## src/rtl/smb_host_pkg.sv

```systemverilog
package smb_host_pkg;
  localparam int BYTE_W = 8;
  localparam int CTL_W  = 5;

  localparam int OFF_STAT = 'h0;
  localparam int OFF_CTL  = 'h2;
  localparam int OFF_CMD  = 'h3;
  localparam int OFF_TGT  = 'h4;
  localparam int OFF_D0   = 'h5;
  localparam int OFF_D1   = 'h6;
  localparam int OFF_BLK  = 'h7;
  localparam int OFF_AUX  = 'hD;

  localparam int ST_BUSY   = 0;
  localparam int ST_DONE   = 1;
  localparam int ST_DEVERR = 2;
  localparam int ST_FAILED = 4;

  localparam int CT_IEN   = 0;
  localparam int CT_KILL  = 1;
  localparam int CT_START = 6;

  typedef enum logic [2:0] {
    PR_QUICK = 3'd0,
    PR_BYTE  = 3'd1,
    PR_BDATA = 3'd2,
    PR_WORD  = 3'd3,
    PR_PCALL = 3'd4,
    PR_BLOCK = 3'd5,
    PR_I2CRD = 3'd6,
    PR_RSVD  = 3'd7
  } prot_e;

  function automatic logic prot_ok(input logic [2:0] p);
    return !(p == PR_PCALL || p == PR_RSVD);
  endfunction
endpackage

```

## src/rtl/smb_host_status.sv

```systemverilog
module smb_host_status
  import smb_host_pkg::*;
(
  input  logic              clk_i,
  input  logic              rst_ni,
  input  logic              clr_we_i,
  input  logic [BYTE_W-1:0] clr_mask_i,
  input  logic              busy_set_i,
  input  logic              busy_clr_i,
  input  logic              done_set_i,
  input  logic              deverr_set_i,
  input  logic              failed_set_i,
  output logic [BYTE_W-1:0] stat_o
);
  logic [BYTE_W-1:0] stat_q, stat_d;

  always_comb begin
    stat_d = stat_q;
    if (clr_we_i) stat_d[BYTE_W-1:1] = stat_q[BYTE_W-1:1] & ~clr_mask_i[BYTE_W-1:1];
    if (busy_set_i)      stat_d[ST_BUSY] = 1'b1;
    else if (busy_clr_i) stat_d[ST_BUSY] = 1'b0;
    // hardware sets win over a same-cycle software clear
    if (done_set_i)   stat_d[ST_DONE]   = 1'b1;
    if (deverr_set_i) stat_d[ST_DEVERR] = 1'b1;
    if (failed_set_i) stat_d[ST_FAILED] = 1'b1;
  end

  always_ff @(posedge clk_i or negedge rst_ni) begin
    if (!rst_ni) stat_q <= '0;
    else         stat_q <= stat_d;
  end

  assign stat_o = stat_q;
endmodule

```

## src/rtl/smb_host_launch.sv

```systemverilog
module smb_host_launch
  import smb_host_pkg::*;
(
  input  logic              clk_i,
  input  logic              rst_ni,
  input  logic              kill_i,
  input  logic              start_i,
  input  logic [2:0]        prot_i,
  input  logic              dev_err_i,
  input  logic [BYTE_W-1:0] tgt_i,
  input  logic [BYTE_W-1:0] cmd_i,
  input  logic [BYTE_W-1:0] d0_i,
  input  logic [BYTE_W-1:0] d1_i,
  input  logic              rsp_done_i,
  input  logic              rsp_err_i,
  output logic              pend_o,
  output logic              issue_o,
  output logic              bad_o,
  output logic              ok_o,
  output logic              err_o,
  output prot_e             prot_o,
  output logic              read_o,
  output logic [BYTE_W-2:0] addr_o,
  output logic [BYTE_W-1:0] cmd_o,
  output logic [BYTE_W-1:0] d0_o,
  output logic [BYTE_W-1:0] d1_o
);
  logic pend_q;
  logic go;
  logic accept;

  // kill has priority over start and over a same-cycle answer
  assign go      = start_i && !kill_i && !pend_q && !dev_err_i;
  assign issue_o = go && prot_ok(prot_i);
  assign bad_o   = go && !prot_ok(prot_i);
  assign accept  = pend_q && rsp_done_i && !kill_i;
  assign ok_o    = accept && !rsp_err_i;
  assign err_o   = accept && rsp_err_i;

  always_ff @(posedge clk_i or negedge rst_ni) begin
    if (!rst_ni) begin
      pend_q <= 1'b0;
      prot_o <= PR_QUICK;
      read_o <= 1'b0;
      addr_o <= '0;
      cmd_o  <= '0;
      d0_o   <= '0;
      d1_o   <= '0;
    end else begin
      if (kill_i)       pend_q <= 1'b0;
      else if (issue_o) pend_q <= 1'b1;
      else if (accept)  pend_q <= 1'b0;
      if (issue_o) begin
        prot_o <= prot_e'(prot_i);
        read_o <= tgt_i[0];
        addr_o <= tgt_i[BYTE_W-1:1];
        cmd_o  <= cmd_i;
        d0_o   <= d0_i;
        d1_o   <= d1_i;
      end
    end
  end

  assign pend_o = pend_q;
endmodule

```

## src/rtl/smb_host_ctrl.sv

```systemverilog
module smb_host_ctrl
  import smb_host_pkg::*;
#(
  parameter int AW = 4
) (
  input  logic              clk_i,
  input  logic              rst_ni,
  input  logic              wr_en_i,
  input  logic              rd_en_i,
  input  logic [AW-1:0]     addr_i,
  input  logic [BYTE_W-1:0] wdata_i,
  output logic [BYTE_W-1:0] rdata_o,
  output logic              irq_o,
  output logic              req_o,
  output logic [BYTE_W-2:0] req_addr_o,
  output logic              req_read_o,
  output logic [2:0]        req_prot_o,
  output logic [BYTE_W-1:0] req_cmd_o,
  output logic [BYTE_W-1:0] req_data0_o,
  output logic [BYTE_W-1:0] req_data1_o,
  input  logic              rsp_done_i,
  input  logic              rsp_err_i,
  input  logic [BYTE_W-1:0] rsp_lo_i,
  input  logic [BYTE_W-1:0] rsp_hi_i
);
  localparam int AUX_W = 2;

  logic [CTL_W-1:0]  ctl_q;
  logic [BYTE_W-1:0] cmd_q, tgt_q, d0_q, d1_q, blk_q;
  logic [AUX_W-1:0]  aux_q;
  logic [BYTE_W-1:0] stat_q;

  logic we_stat, we_ctl, we_cmd, we_tgt, we_d0, we_d1, we_blk, we_aux;
  logic kill, start;
  logic issue, bad, ok, err;
  prot_e prot_l;
  logic  read_l;
  logic  rd_unused;

  assign we_stat = wr_en_i && addr_i == AW'(OFF_STAT);
  assign we_ctl  = wr_en_i && addr_i == AW'(OFF_CTL);
  assign we_cmd  = wr_en_i && addr_i == AW'(OFF_CMD);
  assign we_tgt  = wr_en_i && addr_i == AW'(OFF_TGT);
  assign we_d0   = wr_en_i && addr_i == AW'(OFF_D0);
  assign we_d1   = wr_en_i && addr_i == AW'(OFF_D1);
  assign we_blk  = wr_en_i && addr_i == AW'(OFF_BLK);
  assign we_aux  = wr_en_i && addr_i == AW'(OFF_AUX);

  assign kill  = we_ctl && wdata_i[CT_KILL];
  assign start = we_ctl && wdata_i[CT_START];

  smb_host_launch u_launch (
    .clk_i      (clk_i),
    .rst_ni     (rst_ni),
    .kill_i     (kill),
    .start_i    (start),
    .prot_i     (wdata_i[4:2]),
    .dev_err_i  (stat_q[ST_DEVERR]),
    .tgt_i      (tgt_q),
    .cmd_i      (cmd_q),
    .d0_i       (d0_q),
    .d1_i       (d1_q),
    .rsp_done_i (rsp_done_i),
    .rsp_err_i  (rsp_err_i),
    .pend_o     (req_o),
    .issue_o    (issue),
    .bad_o      (bad),
    .ok_o       (ok),
    .err_o      (err),
    .prot_o     (prot_l),
    .read_o     (read_l),
    .addr_o     (req_addr_o),
    .cmd_o      (req_cmd_o),
    .d0_o       (req_data0_o),
    .d1_o       (req_data1_o)
  );

  assign req_read_o = read_l;
  assign req_prot_o = prot_l;

  smb_host_status u_status (
    .clk_i        (clk_i),
    .rst_ni       (rst_ni),
    .clr_we_i     (we_stat),
    .clr_mask_i   (wdata_i),
    .busy_set_i   (issue),
    .busy_clr_i   (kill || ok || err),
    .done_set_i   (ok),
    .deverr_set_i (bad || err),
    .failed_set_i (kill),
    .stat_o       (stat_q)
  );

  always_ff @(posedge clk_i or negedge rst_ni) begin
    if (!rst_ni) begin
      ctl_q <= '0;
      cmd_q <= '0;
      tgt_q <= '0;
      d0_q  <= '0;
      d1_q  <= '0;
      blk_q <= '0;
      aux_q <= '0;
    end else begin
      if (we_ctl) ctl_q <= wdata_i[CTL_W-1:0];
      if (we_cmd) cmd_q <= wdata_i;
      if (we_tgt) tgt_q <= wdata_i;
      if (we_d0)  d0_q  <= wdata_i;
      if (we_d1)  d1_q  <= wdata_i;
      if (we_blk) blk_q <= wdata_i;
      if (we_aux) aux_q <= wdata_i[AUX_W-1:0];
      // engine results override a same-cycle host write
      if (ok) begin
        unique case (prot_l)
          PR_BYTE, PR_BDATA: if (read_l) d0_q <= rsp_lo_i;
          PR_WORD: if (read_l) begin
            d0_q <= rsp_lo_i;
            d1_q <= rsp_hi_i;
          end
          PR_BLOCK: if (read_l) begin
            d0_q  <= rsp_lo_i;
            blk_q <= rsp_hi_i;
          end
          PR_I2CRD: blk_q <= rsp_lo_i;
          default: ;
        endcase
      end
    end
  end

  always_comb begin
    unique case (addr_i)
      AW'(OFF_STAT): rdata_o = stat_q;
      AW'(OFF_CTL):  rdata_o = BYTE_W'(ctl_q);
      AW'(OFF_CMD):  rdata_o = cmd_q;
      AW'(OFF_TGT):  rdata_o = tgt_q;
      AW'(OFF_D0):   rdata_o = d0_q;
      AW'(OFF_D1):   rdata_o = d1_q;
      AW'(OFF_BLK):  rdata_o = blk_q;
      AW'(OFF_AUX):  rdata_o = BYTE_W'(aux_q);
      default:       rdata_o = '0;
    endcase
  end

  assign rd_unused = rd_en_i;
  assign irq_o = ctl_q[CT_IEN] && |stat_q[BYTE_W-1:1];
endmodule

```

## config.mk

```make
export PLATFORM = sky130hd
export DESIGN_NAME = smb_host_ctrl
export DESIGN_NICKNAME = d
export VERILOG_FILES = /design/src/rtl/smb_host_pkg.sv /design/src/rtl/smb_host_status.sv /design/src/rtl/smb_host_launch.sv /design/src/rtl/smb_host_ctrl.sv
export SDC_FILE = /design/constraint.sdc
export NUM_CORES = 1
export LEC_CHECK = 0
export BUFFER_PORTS_ARGS = -buffer_cell sky130_fd_sc_hd__clkbuf_2
export CAP_MARGIN = 20
export CELL_PAD_IN_SITES_DETAIL_PLACEMENT = 0
export CELL_PAD_IN_SITES_GLOBAL_PLACEMENT = 1
export CORE_MARGIN = 4
export CORE_UTILIZATION = 48
export CTS_BUF_LIST = sky130_fd_sc_hd__clkbuf_16
export DETAILED_ROUTE_END_ITERATION = 8
export PLACE_DENSITY_LB_ADDON = 0.2
export SYNTH_ARGS = -nofsm -noshare
export SYNTH_HDL_FRONTEND = slang
export SYNTH_SLANG_ARGS = --single-unit
```

## constraint.sdc

```tcl
create_clock -name clk_i -period 6.9 [get_ports clk_i]
set_input_delay 0.69 -clock clk_i [delete_from_list [all_inputs] [get_ports clk_i]]
set_output_delay 0.69 -clock clk_i [all_outputs]
set_load 0.01 [all_outputs]
```

Word level (Yosys, flattened, before mapping)
Cells that the tools add are included.
{"block": "word_totals", "regBits": 91, "latch_bits": 0, "ramBits": 0, "rom_bits": 0, "inputBits": 34, "output_inout_bits": 45, "word_cells": 94, "n_memories": 0}
{"block": "op_classes", "addsub": 0, "mul": 0, "div": 0, "magnitude_cmp": 0, "n_eq_ne": 14, "shifts": 0, "muxes": 22, "bitwise": 2, "reduce_logical": 37}
{"operator": "$mux 8", "n": 11}
{"operator": "$pmux 8 s8", "n": 1}
{"operator": "$logic_and 1x1->1", "n": 20}
{"operator": "$eq 4x3->1 const B", "n": 4}
{"operator": "$pmux 8 s2", "n": 1}
{"operator": "$eq 3x3->1 const B", "n": 4}
{"operator": "$eq 4x2->1 const B", "n": 2}
{"operator": "$mux 1", "n": 8}
{"operator": "$reduce_bool 2->1", "n": 4}
{"operator": "$and 7x7->7", "n": 1}
{"operator": "$not 7->7", "n": 1}
{"operator": "$reduce_or 7->1", "n": 1}
{"operator": "$eq 3x2->1 const B", "n": 2}
{"operator": "$logic_not 1->1", "n": 5}
{"operator": "$eq 4x4->1 const B", "n": 1}
{"operator": "$logic_not 4->1", "n": 1}
{"operator": "$logic_or 1x1->1", "n": 4}
{"operator": "$mux 4", "n": 1}
{"operator": "$reduce_or 4->1", "n": 1}
{"operator": "$eq 3x1->1 const B", "n": 1}
{"operator": "$reduce_bool 3->1", "n": 1}

Longest topological paths before layout
Gate-level depths: netlist (run 1).
{"block": "depth", "ltp_word": 10, "depth_mapped": 6, "depth_no_buf": 4}

By module
Synthesis (run 1) repeated with hierarchy kept, for this count alone.
{"block": "unflattened", "hier_cells": 416, "area_unflattened_um2": 4648.2}
{"module": "smb_host_ctrl", "n_inst": 1, "cells_per_inst": 302, "area_each_um2": 2915.3, "seq_area_each_um2": 1176.1}
{"module": "smb_host_launch", "n_inst": 1, "cells_per_inst": 94, "area_each_um2": 1457.6, "seq_area_each_um2": 900.9}
{"module": "smb_host_status", "n_inst": 1, "cells_per_inst": 20, "area_each_um2": 275.3, "seq_area_each_um2": 200.2}

Worst setup path after synthesis (run 1)
OpenSTA, ideal clock, no wires.
{"block": "synth_path", "kind": "input -> output", "startpoint": "input addr_i[0]", "endpoint": "output rdata_o[3]", "arrival_ns": 1.964, "required_time_ns": 6.210, "slack_ns": 4.246, "path_stages": 6, "n_path_buf": 2, "path_cell_list": "clkbuf_1 -> clkbuf_1 -> nor2_1 -> a22oi_1 -> or2_2 -> a31oi_1"}
{"block": "synth_between", "elab_chain_cells": 2, "elab_cells_between_ends": 9, "classes_between": "7 x eq/ne; 1 x mux; 1 x reduce/logical"}
{"item": "start: declaration", "line": "smb_host_ctrl.sv:10", "text": "input logic [AW-1:0] addr_i,"}
{"item": "$eq 4x4->1 (tied with other cells)", "line": "smb_host_ctrl.sv:131", "text": "unique case (addr_i)"}
{"item": "$pmux 8 s8 *", "line": "smb_host_ctrl.sv:131"}
{"item": "end: declaration", "line": "smb_host_ctrl.sv:12", "text": "output logic [BYTE_W-1:0] rdata_o,"}
Every way passes the cells marked *; elsewhere a longest branch is shown, timed or not.

Worst setup path after layout (run 1)
{"block": "layout_path", "startpoint": "input addr_i[2]", "endpoint": "output rdata_o[3]"}
Same word-level chain as after synthesis.

==> key figures, run 1 <==
Outcome
  – Status: finished, final reports clean

Timing
  – Rel. slew slack: 0.3551
  – Setup TNS: 0 ns
  – Max Clock Freq: 346.0 MHz
  – Period utilization: 0.4189
  – Final slew viol count: 0
  – Final setup viols: 0
  – Minimum clock period: 2.890 ns
  – Clock skew: 0.007448 ns
  – Hold Violations, Final: 0
  – Slew @ Worst Pin: 0.9637 ns
  – RSZ-0062 raised after global routing: false

Worst setup path
  – Slowest cell delay on critical path: 0.33 ns
  – Critical Path Slowest Stage Cell: nor2_1
  – Kind of critical path: in2out
  – Stages on the worst setup path: 6
  – CP startpoint kind: primary input
  – Worst path top cell family by delay: simple AND/OR/NAND/NOR gates
  – CP Buf/Inv Count: 2
  – Data arrival, critical path: 2.20 ns
  – Req. time, crit path: 6.21 ns
  – Crit path top cell by count: clkbuf_2
  – R2r worst-path depth: 4
  – Worst-path maximum fanout: 22
  – CP endpoint kind: output pin
  – R2R setup slack: 4.67 ns
  – Worst reg2reg path endpoint: u_launch.read_o$_DFFE_PN0P_
  – Critical R2R Launch: u_launch.pend_o$_DFFE_PN0P_
  – Crit-path cells: clkbuf_2, nor2_1, a22oi_1, or2_2, a31oi_1, clkbuf_2

Clock tree
  – Post-CTS Resized: 0
  – Hold buffers post-CTS: 0
  – Clock Pin Slew Worst Setup and Hold Paths: 0.07 ns
  – Skew-Pair Late Insertion Delay: 0.34 ns
  – Postcts setup bufs: 0
  – CTS Buf Count: 9
  – Clock sink total: 91
  – Maximum clock path buffer count: 2
  – CTS Root Cell: clkbuf_16
  – Htree depth: 3
  – CTS tree: built

Power
  – Clock power frac: 0.319
  – Worst vdd ir: 0.0001578 V
  – Power Density: 263.5 nW/um2
  – NetSw: 0.4022 mW
  – Part of the power in combinational logic: 0.187
  – Lkg Pwr: 2.556 nW
  – Int Pwr: 1.005 mW
  – Tot Pwr: 1.407 mW
  – Switching Fraction: 0.2858
  – Flop pwr share: 0.494

Synth
  – Ys flop type: dfrtp_1
  – Number of synthesized flops with an enable pin: 0
  – Synth Register Bits: 91
  – Cells after Synth: 381
  – Register area share after synthesis: 0.4948
  – Syn_area_per_cell: 12.08 um2
  – Synth Cell Area: 4602 um2
  – Async S/R FF share, synth: 1.000
  – Post-Synthesis Net Count: 415
  – Unique masters post-synth: 46
  – YS warnings: 0

Cells and area
  – Antenna diode count: 0
  – Area grow syn2layout: 16.01%
  – Most frequent cells in the layout: dfrtp_1, mux2_2, clkbuf_2
  – Layout cells sized above 1: 0.4044
  – Most common cell after layout, fill and taps aside: dfrtp_1
  – Layout Nets: 485

Drt
  – Via density: 5.712
  – Antenna Nets Post-Route: 0
  – Wire length per cell: 20.21 um
  – Total wire length: 11800 um
  – Via Count: 3336
  – First drt pass iteration count: 4
  – Drt first-iter violations: 141
  – # DRC: 0

Run
  – Max Cap Viol: 0

Global route
  – Vias in the first global route: 3450
  – Initial antenna violation count: 0
  – Largest net degree at the start of global routing: 54
  – GR Util All Layers: 0.2213
  – Total global routing overflow: 0
  – First-pass GRT wire length: 19110 um

Floorplan
  – Area of the core: 9284 um2
  – Starting Density: 0.4957
  – Die H: 105.9 um
  – Total I/O pin count: 79
  – Row count: 35
  – Die width: 105.9 um
  – DIE AREA: 11220 um2

Hold path
  – Hold Path Class: in2async

Placement
  – PortBufs: 77
  – Half-perimeter wire length after placement: 8511 um
  – RD Place Congestion: 0.8042
==> registers in the layout (all words and copies together), names as in the netlist <==
name,count
u_launch.d1_o,8
blk_q,8
tgt_q,8
u_launch.prot_o,3
u_launch.cmd_o,8
aux_q,2
d1_q,8
u_launch.pend_o,1
u_launch.addr_o,7
u_launch.read_o,1
d0_q,8
u_status.stat_o,8
cmd_q,8
u_launch.d0_o,8
ctl_q,5
==> power by group through the flow <==
stage,clock network [mW],logic (mW),registers (mW)
floorplan,0,0.174,0.684
global placement,0,0.257,0.703
detailed placement,0,0.264,0.705
CTS,0.458,0.266,0.696
global route,0.484,0.291,0.708
finish,0.449,0.263,0.695
==> area by class of cell <==
| cell class | count | area (um2) |
|---|---|---|
| Fill cell | 826 | 3945 |
| Multi-Input combinational cell | 268 | 2220 |
| Tap cell | 129 | 161.4 |
| Timing Repair Buffer | 80 | 410.4 |
| Clock inverter | 6 | 41.29 |
| Clock buffer | 9 | 225.2 |
| Inverter | 1 | 3.754 |
| Sequential cell | 91 | 2277 |
==> per-stage QoR <==
step	area, um2	util	setup WS (ns)	hold WS (ns)	std cells
5_1_grt	5339	0.5751	3.855	0.3526	584
3_5_place_dp	5072	0.5464	4.013	0.4622	569
2_1_floorplan	4602	-	4.246	0.3944	381
6_report	5339	0.5751	4.010	0.3194	584
4_1_cts	5339	0.5751	4.010	0.3351	584
3_3_place_gp	5072	0.5464	4.015	0.4607	569
==> how the worst max path moves through the flow <==
stage	startpoint	to
floorplan	addr_i[0]	rdata_o[3]
global placement	addr_i[0]	d1_q[3]$_DFF_PN0_
detailed placement	addr_i[0]	d1_q[2]$_DFF_PN0_
CTS	addr_i[0]	rdata_o[3]
global route	addr_i[0]	rdata_o[3]
finish	addr_i[2]	rdata_o[3]
==> cells in the mapped netlist, types with 4 or more instances <==
master | instances | share of area
nor2b_1 | 4 | 0.0054
a22oi_1 | 6 | 0.0098
nand2_1 | 15 | 0.012
o21ai_0 | 8 | 0.0087
nand3_1 | 16 | 0.017
dfrtp_1 | 91 | 0.49
a22o_1 | 15 | 0.029
a21o_1 | 10 | 0.016
mux2i_1 | 19 | 0.041
clkbuf_1 | 16 | 0.013
mux2_1 | 4 | 0.0098
o221ai_1 | 4 | 0.0076
a21boi_0 | 5 | 0.0082
nand2b_1 | 13 | 0.018
mux2_2 | 87 | 0.21
a21oi_1 | 6 | 0.0065
nor2_1 | 21 | 0.017
==> cell families after synthesis <==
kind of cell / share of synthesized area
AOI/OAI and AO/OA: 0.1126
and+or+nand+nor: 0.1020
buffers and inverters: 0.02284
DFF: 0.4948
muxes: 0.2640
xor gates and xnor gates: 0.003807
==> per-layer routing <==
layer  global-route usage  share of wire  vias up  routed length, um
li1                     -              -     1539                  -
met1               0.2960           0.44     1690               5202
met2               0.3648           0.49       89               5758
met3              0.04432          0.051       18                606
met4              0.06846          0.020        0                232
met5                    0              0        -                  0
Power figures use the tool's default switching activity.
==> run 2: changes to the inputs <==
--- a/config.mk
+++ b/config.mk
@@ -5,12 +5,13 @@
 export SDC_FILE = /design/constraint.sdc
 export NUM_CORES = 1
 export LEC_CHECK = 0
+export ABC_AREA = 1
 export BUFFER_PORTS_ARGS = -buffer_cell sky130_fd_sc_hd__clkbuf_2
 export CAP_MARGIN = 20
 export CELL_PAD_IN_SITES_DETAIL_PLACEMENT = 0
 export CELL_PAD_IN_SITES_GLOBAL_PLACEMENT = 1
 export CORE_MARGIN = 4
-export CORE_UTILIZATION = 48
+export CORE_UTILIZATION = 37
 export CTS_BUF_LIST = sky130_fd_sc_hd__clkbuf_16
 export DETAILED_ROUTE_END_ITERATION = 8
 export PLACE_DENSITY_LB_ADDON = 0.2
==> constraint.sdc (replaced) <==
create_clock -name clk_i -period 2.3 [get_ports clk_i]
set_input_delay 0.23 -clock clk_i [delete_from_list [all_inputs] [get_ports clk_i]]
set_output_delay 0.23 -clock clk_i [all_outputs]
set_load 0.01 [all_outputs]
==> run 2 against run 1 <==
  * Final cell count rose by 39%
  * Clock skew fell by 0.00073 ns
  * Design area rose by 0.66%
  * Clock power rose to 3.9 times the previous value
  * Synthesized cell count rose by 53%
  * Critical endpoint is now rdata_o[2]
  * Highest routed layer unchanged
==> key figures, run 2 <==
Clock tree
  – Postcts setup bufs: 0
  – Clock sink total: 91
  – Htree depth: 3
  – CTS tree: built
  – CTS Buf Count: 9
  – CTS Root Cell: clkbuf_16
  – Clock Pin Slew Worst Setup and Hold Paths: 0.07 ns
  – Maximum clock path buffer count: 2
  – Hold buffers post-CTS: 1
  – Post-CTS Resized: 0
  – Skew-Pair Late Insertion Delay: 0.35 ns

Timing
  – Worst Slack Setup Final: 0.5228 ns
  – Slew @ Worst Pin: 0.6808 ns
  – Hold_ws: 0.1151 ns
  – RSZ-0062 raised after global routing: false
  – Minimum clock period: 1.777 ns
  – Setup TNS: 0 ns
  – Hold Violations, Final: 0
  – Clock skew: 0.006718 ns
  – Period utilization: 0.7727
  – Final setup viols: 0
  – Final slew viol count: 0
  – Rel. slew slack: 0.5431
  – Max Clock Freq: 562.7 MHz

Placement
  – PortBufs: 77
  – RD Place Congestion: 0.8686
  – Post-Place Cells: 796
  – Placed Area: 5017 um2
  – Half-perimeter wire length after placement: 10390 um
  – Pre-CTS WS: 0.4199 ns

Drt
  – Antenna Nets Post-Route: 0
  – Via Count: 4153
  – # DRC: 0
  – Via density: 5.108
  – Total wire length: 13700 um
  – First drt pass iteration count: 5
  – Drt first-iter violations: 375
  – Wire length per cell: 16.85 um

Global route
  – Vias in the first global route: 4036
  – Largest net degree at the start of global routing: 68
  – Met1 GRT Util: 0.3002
  – GR Util All Layers: 0.2060
  – Total global routing overflow: 0
  – First-pass GRT wire length: 22070 um
  – Initial antenna violation count: 0
  – Most Crowded Layer GR: met2
  – GR Util met2: 0.3074
  – M3 GR Usage: 0.03268

Synth
  – Simple-gate share of the synthesized area: 0.2878
  – Async S/R FF share, synth: 1.000
  – Ys flop type: dfrtp_1
  – YS warnings: 0
  – Post-Synthesis Net Count: 616
  – Commonest cells in the netlist: nand2_1, dfrtp_1, inv_1
  – Synth top area share: 0.5131
  – Syn_area_per_cell: 7.625 um2
  – Post-synthesis compound-gate area fraction: 0.1266
  – Synth Cell Area: 4438 um2
  – Number of synthesized flops with an enable pin: 0
  – Cells after Synth: 582
  – Register area share after synthesis: 0.5131
  – Xor-xnor portion of the synthesized cell area: 0
  – Multiplexer area fraction after synthesis: 0
  – Combinational family with the most area after synthesis: simple AND/OR/NAND/NOR gates
  – Unique masters post-synth: 26
  – Yosys top cell by area: dfrtp_1
  – Ranking of synthesized cells by area: dfrtp_1, nand2_1, o21ai_0
  – Adder-Cell Fraction of Synth Area: 0
  – Count leader, synth: nand2_1
  – Synth Register Bits: 91

Floorplan
  – Row count: 39
  – Area of the core: 11560 um2
  – Die width: 117.5 um
  – Total I/O pin count: 79
  – Die H: 117.5 um
  – DIE AREA: 13810 um2
  – Starting Density: 0.3837

Run
  – Max Cap Viol: 0

Power
  – Switching Fraction: 0.2830
  – Clock power frac: 0.397
  – Lkg Pwr: 2.897 nW
  – Flop pwr share: 0.447
  – Tot Pwr: 4.358 mW
  – NetSw: 1.233 mW
  – Power Density: 811.0 nW/um2
  – Int Pwr: 3.125 mW
  – Worst vdd ir: 0.0003364 V
  – Part of the power in combinational logic: 0.156

Cells and area
  – FF+latch area: 2277 um2
  – Most common cell after layout, fill and taps aside: nand2_1
  – Layout Nets: 699
  – Multi-input gate area: 1842 um2
  – Antenna diode count: 0
  – Fillers: 1204
  – Final Instance Count excl. Fillers: 813
  – Layout cells sized above 1: 0.1746
  – Final core utilization: 0.4647
  – Area grow syn2layout: 21.09%
  – Most frequent cells in the layout: nand2_1, dfrtp_1, clkbuf_2
  – Fin area: 5374 um2

Worst setup path
  – Crit. Startpoint: addr_i[3]
  – Worst-path maximum fanout: 13
  – CP Buf/Inv Count: 3
  – CP startpoint kind: primary input
  – Kind of critical path: in2out
  – Crit path top cell by count: nand2_1
  – Critical R2R Launch: u_launch.prot_o[1]$_DFFE_PN0P_
  – Crit-path cells: clkbuf_2, inv_1, nand2_1, nor2_2, nand2_1, o21ai_0, nor2_1, nand2_1, clkbuf_2
  – Critical Path Slowest Stage Cell: nor2_2
  – Data arrival, critical path: 1.55 ns
  – Slowest cell delay on critical path: 0.44 ns
  – CP endpoint kind: output pin
  – Req. time, crit path: 2.07 ns
  – Worst path top cell family by delay: simple AND/OR/NAND/NOR gates

Hold path
  – Hold Path Class: in2reg
  – Hold path startpoint: wdata_i[5]

Outcome
  – Status: finished, final reports clean
-- run 2: cell types whose count changed in the layout (fill, tap and decap cells not counted), sizes merged, moves of 10 or more --
cell / delta
mux2: -91
o22ai: +11
nand2b: -13
nand3: +31
nand2: +203
a22o: -15
inv: +61
mux2i: -19
nor2: +10
o21ai: +69
a21o: -10
-- run 2: worst register-to-register path: cells and delay by family (launching register included) --
family,cells,cell delay (ns)
AOI/OAI and AO/OA,1,0.55
buffers and inverters,1,0.11
and+or+nand+nor,3,0.55
DFF,1,0.42
-- run 2: routing by layer --
metal	vias up	share of wire
met5	-	0
met4	0	0.026
met3	22	0.044
met2	113	0.44
met1	1978	0.49
li1	2040	-
-- run 2: cell type report --
type	count	share of cell area
multi-input combinational	412	0.3427
timing repair buffer	90	0.09313
clock buffer	9	0.04191
inverter	61	0.04261
sequential	91	0.4237
clock inverter	7	0.02258
tap	143	0.03329
-- run 2: power by group through the flow --
| stage | logic (mW) | clock network, mW | registers (mW) |
|---|---|---|---|
| after CTS | 0.683 | 1.76 | 1.95 |
| final | 0.680 | 1.73 | 1.95 |
| after floorplan | 0.403 | 0 | 1.95 |
| after global placement | 0.670 | 0 | 1.97 |
| after global routing | 0.784 | 1.84 | 1.98 |
| after detailed placement | 0.678 | 0 | 1.98 |
-- run 2: cell families after synthesis --
| family | count (synthesis) |
|---|---|
| AO/OA/AOI/OAI | 106 |
| buffers and inverters | 79 |
| flip-flops | 91 |
| AND/OR/NAND/NOR | 306 |
-- run 2: worst paths after layout --
kind	endpoint	slack, ns	depth (start not counted)
worst max register to register	d0_q[3]$_DFF_PN0_	0.56	5
min in group asynchronous	u_launch.addr_o[1]$_DFFE_PN0P_	0.43	2
worst min register to register	u_launch.addr_o[6]$_DFFE_PN0P_	0.47	2
worst min-delay path	u_status.stat_o[5]$_DFFE_PN0P_	0.12	2
worst max-delay path	rdata_o[2]	0.52	9
max in group asynchronous	tgt_q[7]$_DFFE_PN0P_	1.20	3
==> run 3: changes to the inputs <==
--- a/config.mk
+++ b/config.mk
@@ -11,7 +11,7 @@
 export CELL_PAD_IN_SITES_DETAIL_PLACEMENT = 0
 export CELL_PAD_IN_SITES_GLOBAL_PLACEMENT = 1
 export CORE_MARGIN = 4
-export CORE_UTILIZATION = 37
+export CORE_UTILIZATION = 41
 export CTS_BUF_LIST = sky130_fd_sc_hd__clkbuf_16
 export DETAILED_ROUTE_END_ITERATION = 8
 export PLACE_DENSITY_LB_ADDON = 0.2
==> constraint.sdc (replaced) <==
create_clock -name clk_i -period 1.7 [get_ports clk_i]
set_input_delay 0.17 -clock clk_i [delete_from_list [all_inputs] [get_ports clk_i]]
set_output_delay 0.17 -clock clk_i [all_outputs]
set_load 0.01 [all_outputs]
==> run 3 against run 2 <==
  * Clock skew increased by 0.0020 ns
  * Die area decreased by 9.1%
  * Global-route usage increased by 0.95 points
  * Largest cell class unchanged
  * Largest power group unchanged
  * Total power increased by 24%
  * Utilization increased by 5.4 points
  * Routed wire length decreased by 5.2%
==> key figures, run 3 (synthesized netlist as in run 2, its figures left out) <==
Outcome
  – Status: finished, final reports clean

Worst setup path
  – CP startpoint kind: register
  – Crit. Startpoint: cmd_q[7]$_DFFE_PN0P_
  – Critical R2R Launch: u_launch.pend_o$_DFFE_PN0P_
  – Req. time, crit path: 1.53 ns
  – Kind of critical path: reg2out
  – R2r worst-path depth: 7
  – CP endpoint kind: output pin
  – Worst-path maximum fanout: 2
  – Data arrival, critical path: 1.43 ns

Floorplan
  – Die H: 112.0 um
  – DIE AREA: 12550 um2
  – Total I/O pin count: 79
  – Starting Density: 0.4261
  – Area of the core: 10420 um2
  – Die width: 112.0 um
  – Row count: 37

Cells and area
  – Most common cell after layout, fill and taps aside: nand2_1
  – Layout Nets: 710
  – Final core utilization: 0.5188
  – Layout cells sized above 1: 0.1880
  – Final Instance Count excl. Fillers: 817
  – Most frequent cells in the layout: nand2_1, dfrtp_1, clkbuf_2
  – Area grow syn2layout: 21.76%
  – Antenna diode count: 0

Clock tree
  – Htree depth: 3
  – CTS Buf Count: 9
  – Skew-Pair Late Insertion Delay: 0.34 ns
  – Clock sink total: 91
  – CTS tree: built
  – Maximum clock path buffer count: 2
  – Clock Pin Slew Worst Setup and Hold Paths: 0.07 ns
  – CTS Root Cell: clkbuf_16

Timing
  – Hold_ws: 0.07265 ns
  – Period utilization: 0.9428
  – Final setup viols: 0
  – Rel. slew slack: 0.7088
  – Hold Violations, Final: 0
  – RSZ-0062 raised after global routing: false
  – Slew @ Worst Pin: 0.4367 ns
  – Clock skew: 0.008732 ns
  – Minimum clock period: 1.603 ns
  – Max Clock Freq: 623.9 MHz
  – Setup TNS: 0 ns
  – Final slew viol count: 0

Drt
  – Antenna Nets Post-Route: 0
  – Wire length per cell: 15.91 um
  – First drt pass iteration count: 5
  – Drt first-iter violations: 395
  – # DRC: 0
  – Via Count: 4132
  – Total wire length: 13000 um
  – Via density: 5.058

Power
  – Worst vdd ir: 0.0004309 V
  – Lkg Pwr: 2.926 nW
  – Power Density: 1001 nW/um2

Hold path
  – Hold path startpoint: wdata_i[7]
  – Hold Path Class: in2reg
  – Hold depth: 2

Placement
  – Post-Place Cells: 800
  – Half-perimeter wire length after placement: 10080 um
  – PortBufs: 77
  – RD Place Congestion: 0.9198

Global route
  – First-pass GRT wire length: 21020 um
  – Initial antenna violation count: 0
  – Vias in the first global route: 3967
  – Largest net degree at the start of global routing: 68
  – Total global routing overflow: 0
  – GR Util All Layers: 0.2154

Run
  – Max Cap Viol: 0
run 3: worst paths after layout:
kind	endpoint	slack [ns]
min in group asynchronous	u_launch.addr_o[5]$_DFFE_PN0P_	0.32
worst min register to register	u_launch.d0_o[3]$_DFFE_PN0P_	0.47
worst max-delay path	rdata_o[7]	0.1
worst min-delay path	u_status.stat_o[7]$_DFFE_PN0P_	0.07
max in group asynchronous	aux_q[0]$_DFFE_PN0P_	0.85
worst max register to register	d1_q[4]$_DFF_PN0_	0.24
run 3: timing repair:
action,in CTS,in global routing
hold buffers,1,0
endpoints found under the hold margin,30,0
buffers inserted,0,0
setup endpoints to repair,0,2
gates resized for setup,0,2
run 3: final cells by class:
class | instances | area, um2
multi-input cells | 412 | 1852
clock inverters | 7 | 42.54
clock buffers | 9 | 225.2
inverters | 61 | 229.0
fillers | 1052 | 5012
flip-flops and latches | 91 | 2277
well taps | 136 | 170.2
repair buffers | 101 | 608.1
run 3: critical path, cell delays in order (launching register included):
cell      delay (ns)
dfrtp_1         0.35
inv_1           0.07
o21ai_0         0.36
a21oi_1         0.10
nand2_1         0.09
clkbuf_2        0.13
run 3: routing by layer:
| layer | wire length [um] | vias to the layer above | part of all wire | global-route usage |
|---|---|---|---|---|
| li1 | - | 2064 | - | - |
| met1 | 6507 | 1908 | 0.50 | 0.3303 |
| met2 | 5433 | 142 | 0.42 | 0.3062 |
| met3 | 784 | 18 | 0.060 | 0.03666 |
| met4 | 271 | 0 | 0.021 | 0.07772 |
| met5 | 0 | - | 0 | 0 |
run 3: report_power, final:
part           total (mW)  internal [mW]  leakage, nW  switching, mW
registers            2.63           2.46         1.20          0.173
clock network        1.82          0.986        0.135          0.833
logic               0.960          0.344         1.59          0.616
run 3: through the flow:
| step | worst slack [ns] | power, mW | cell area (um2) |
|---|---|---|---|
| 3_5_place_dp | 0.1196 | 3.618 | 5116 |
| 3_3_place_gp | 0.1387 | 3.594 | 5116 |
| 5_1_grt | 0.02453 | 5.721 | 5404 |
| 6_report | 0.09730 | 5.408 | 5404 |
| 4_1_cts | 0.06586 | 5.447 | 5394 |
| 2_1_floorplan | 0.1640 | 3.186 | 4438 |
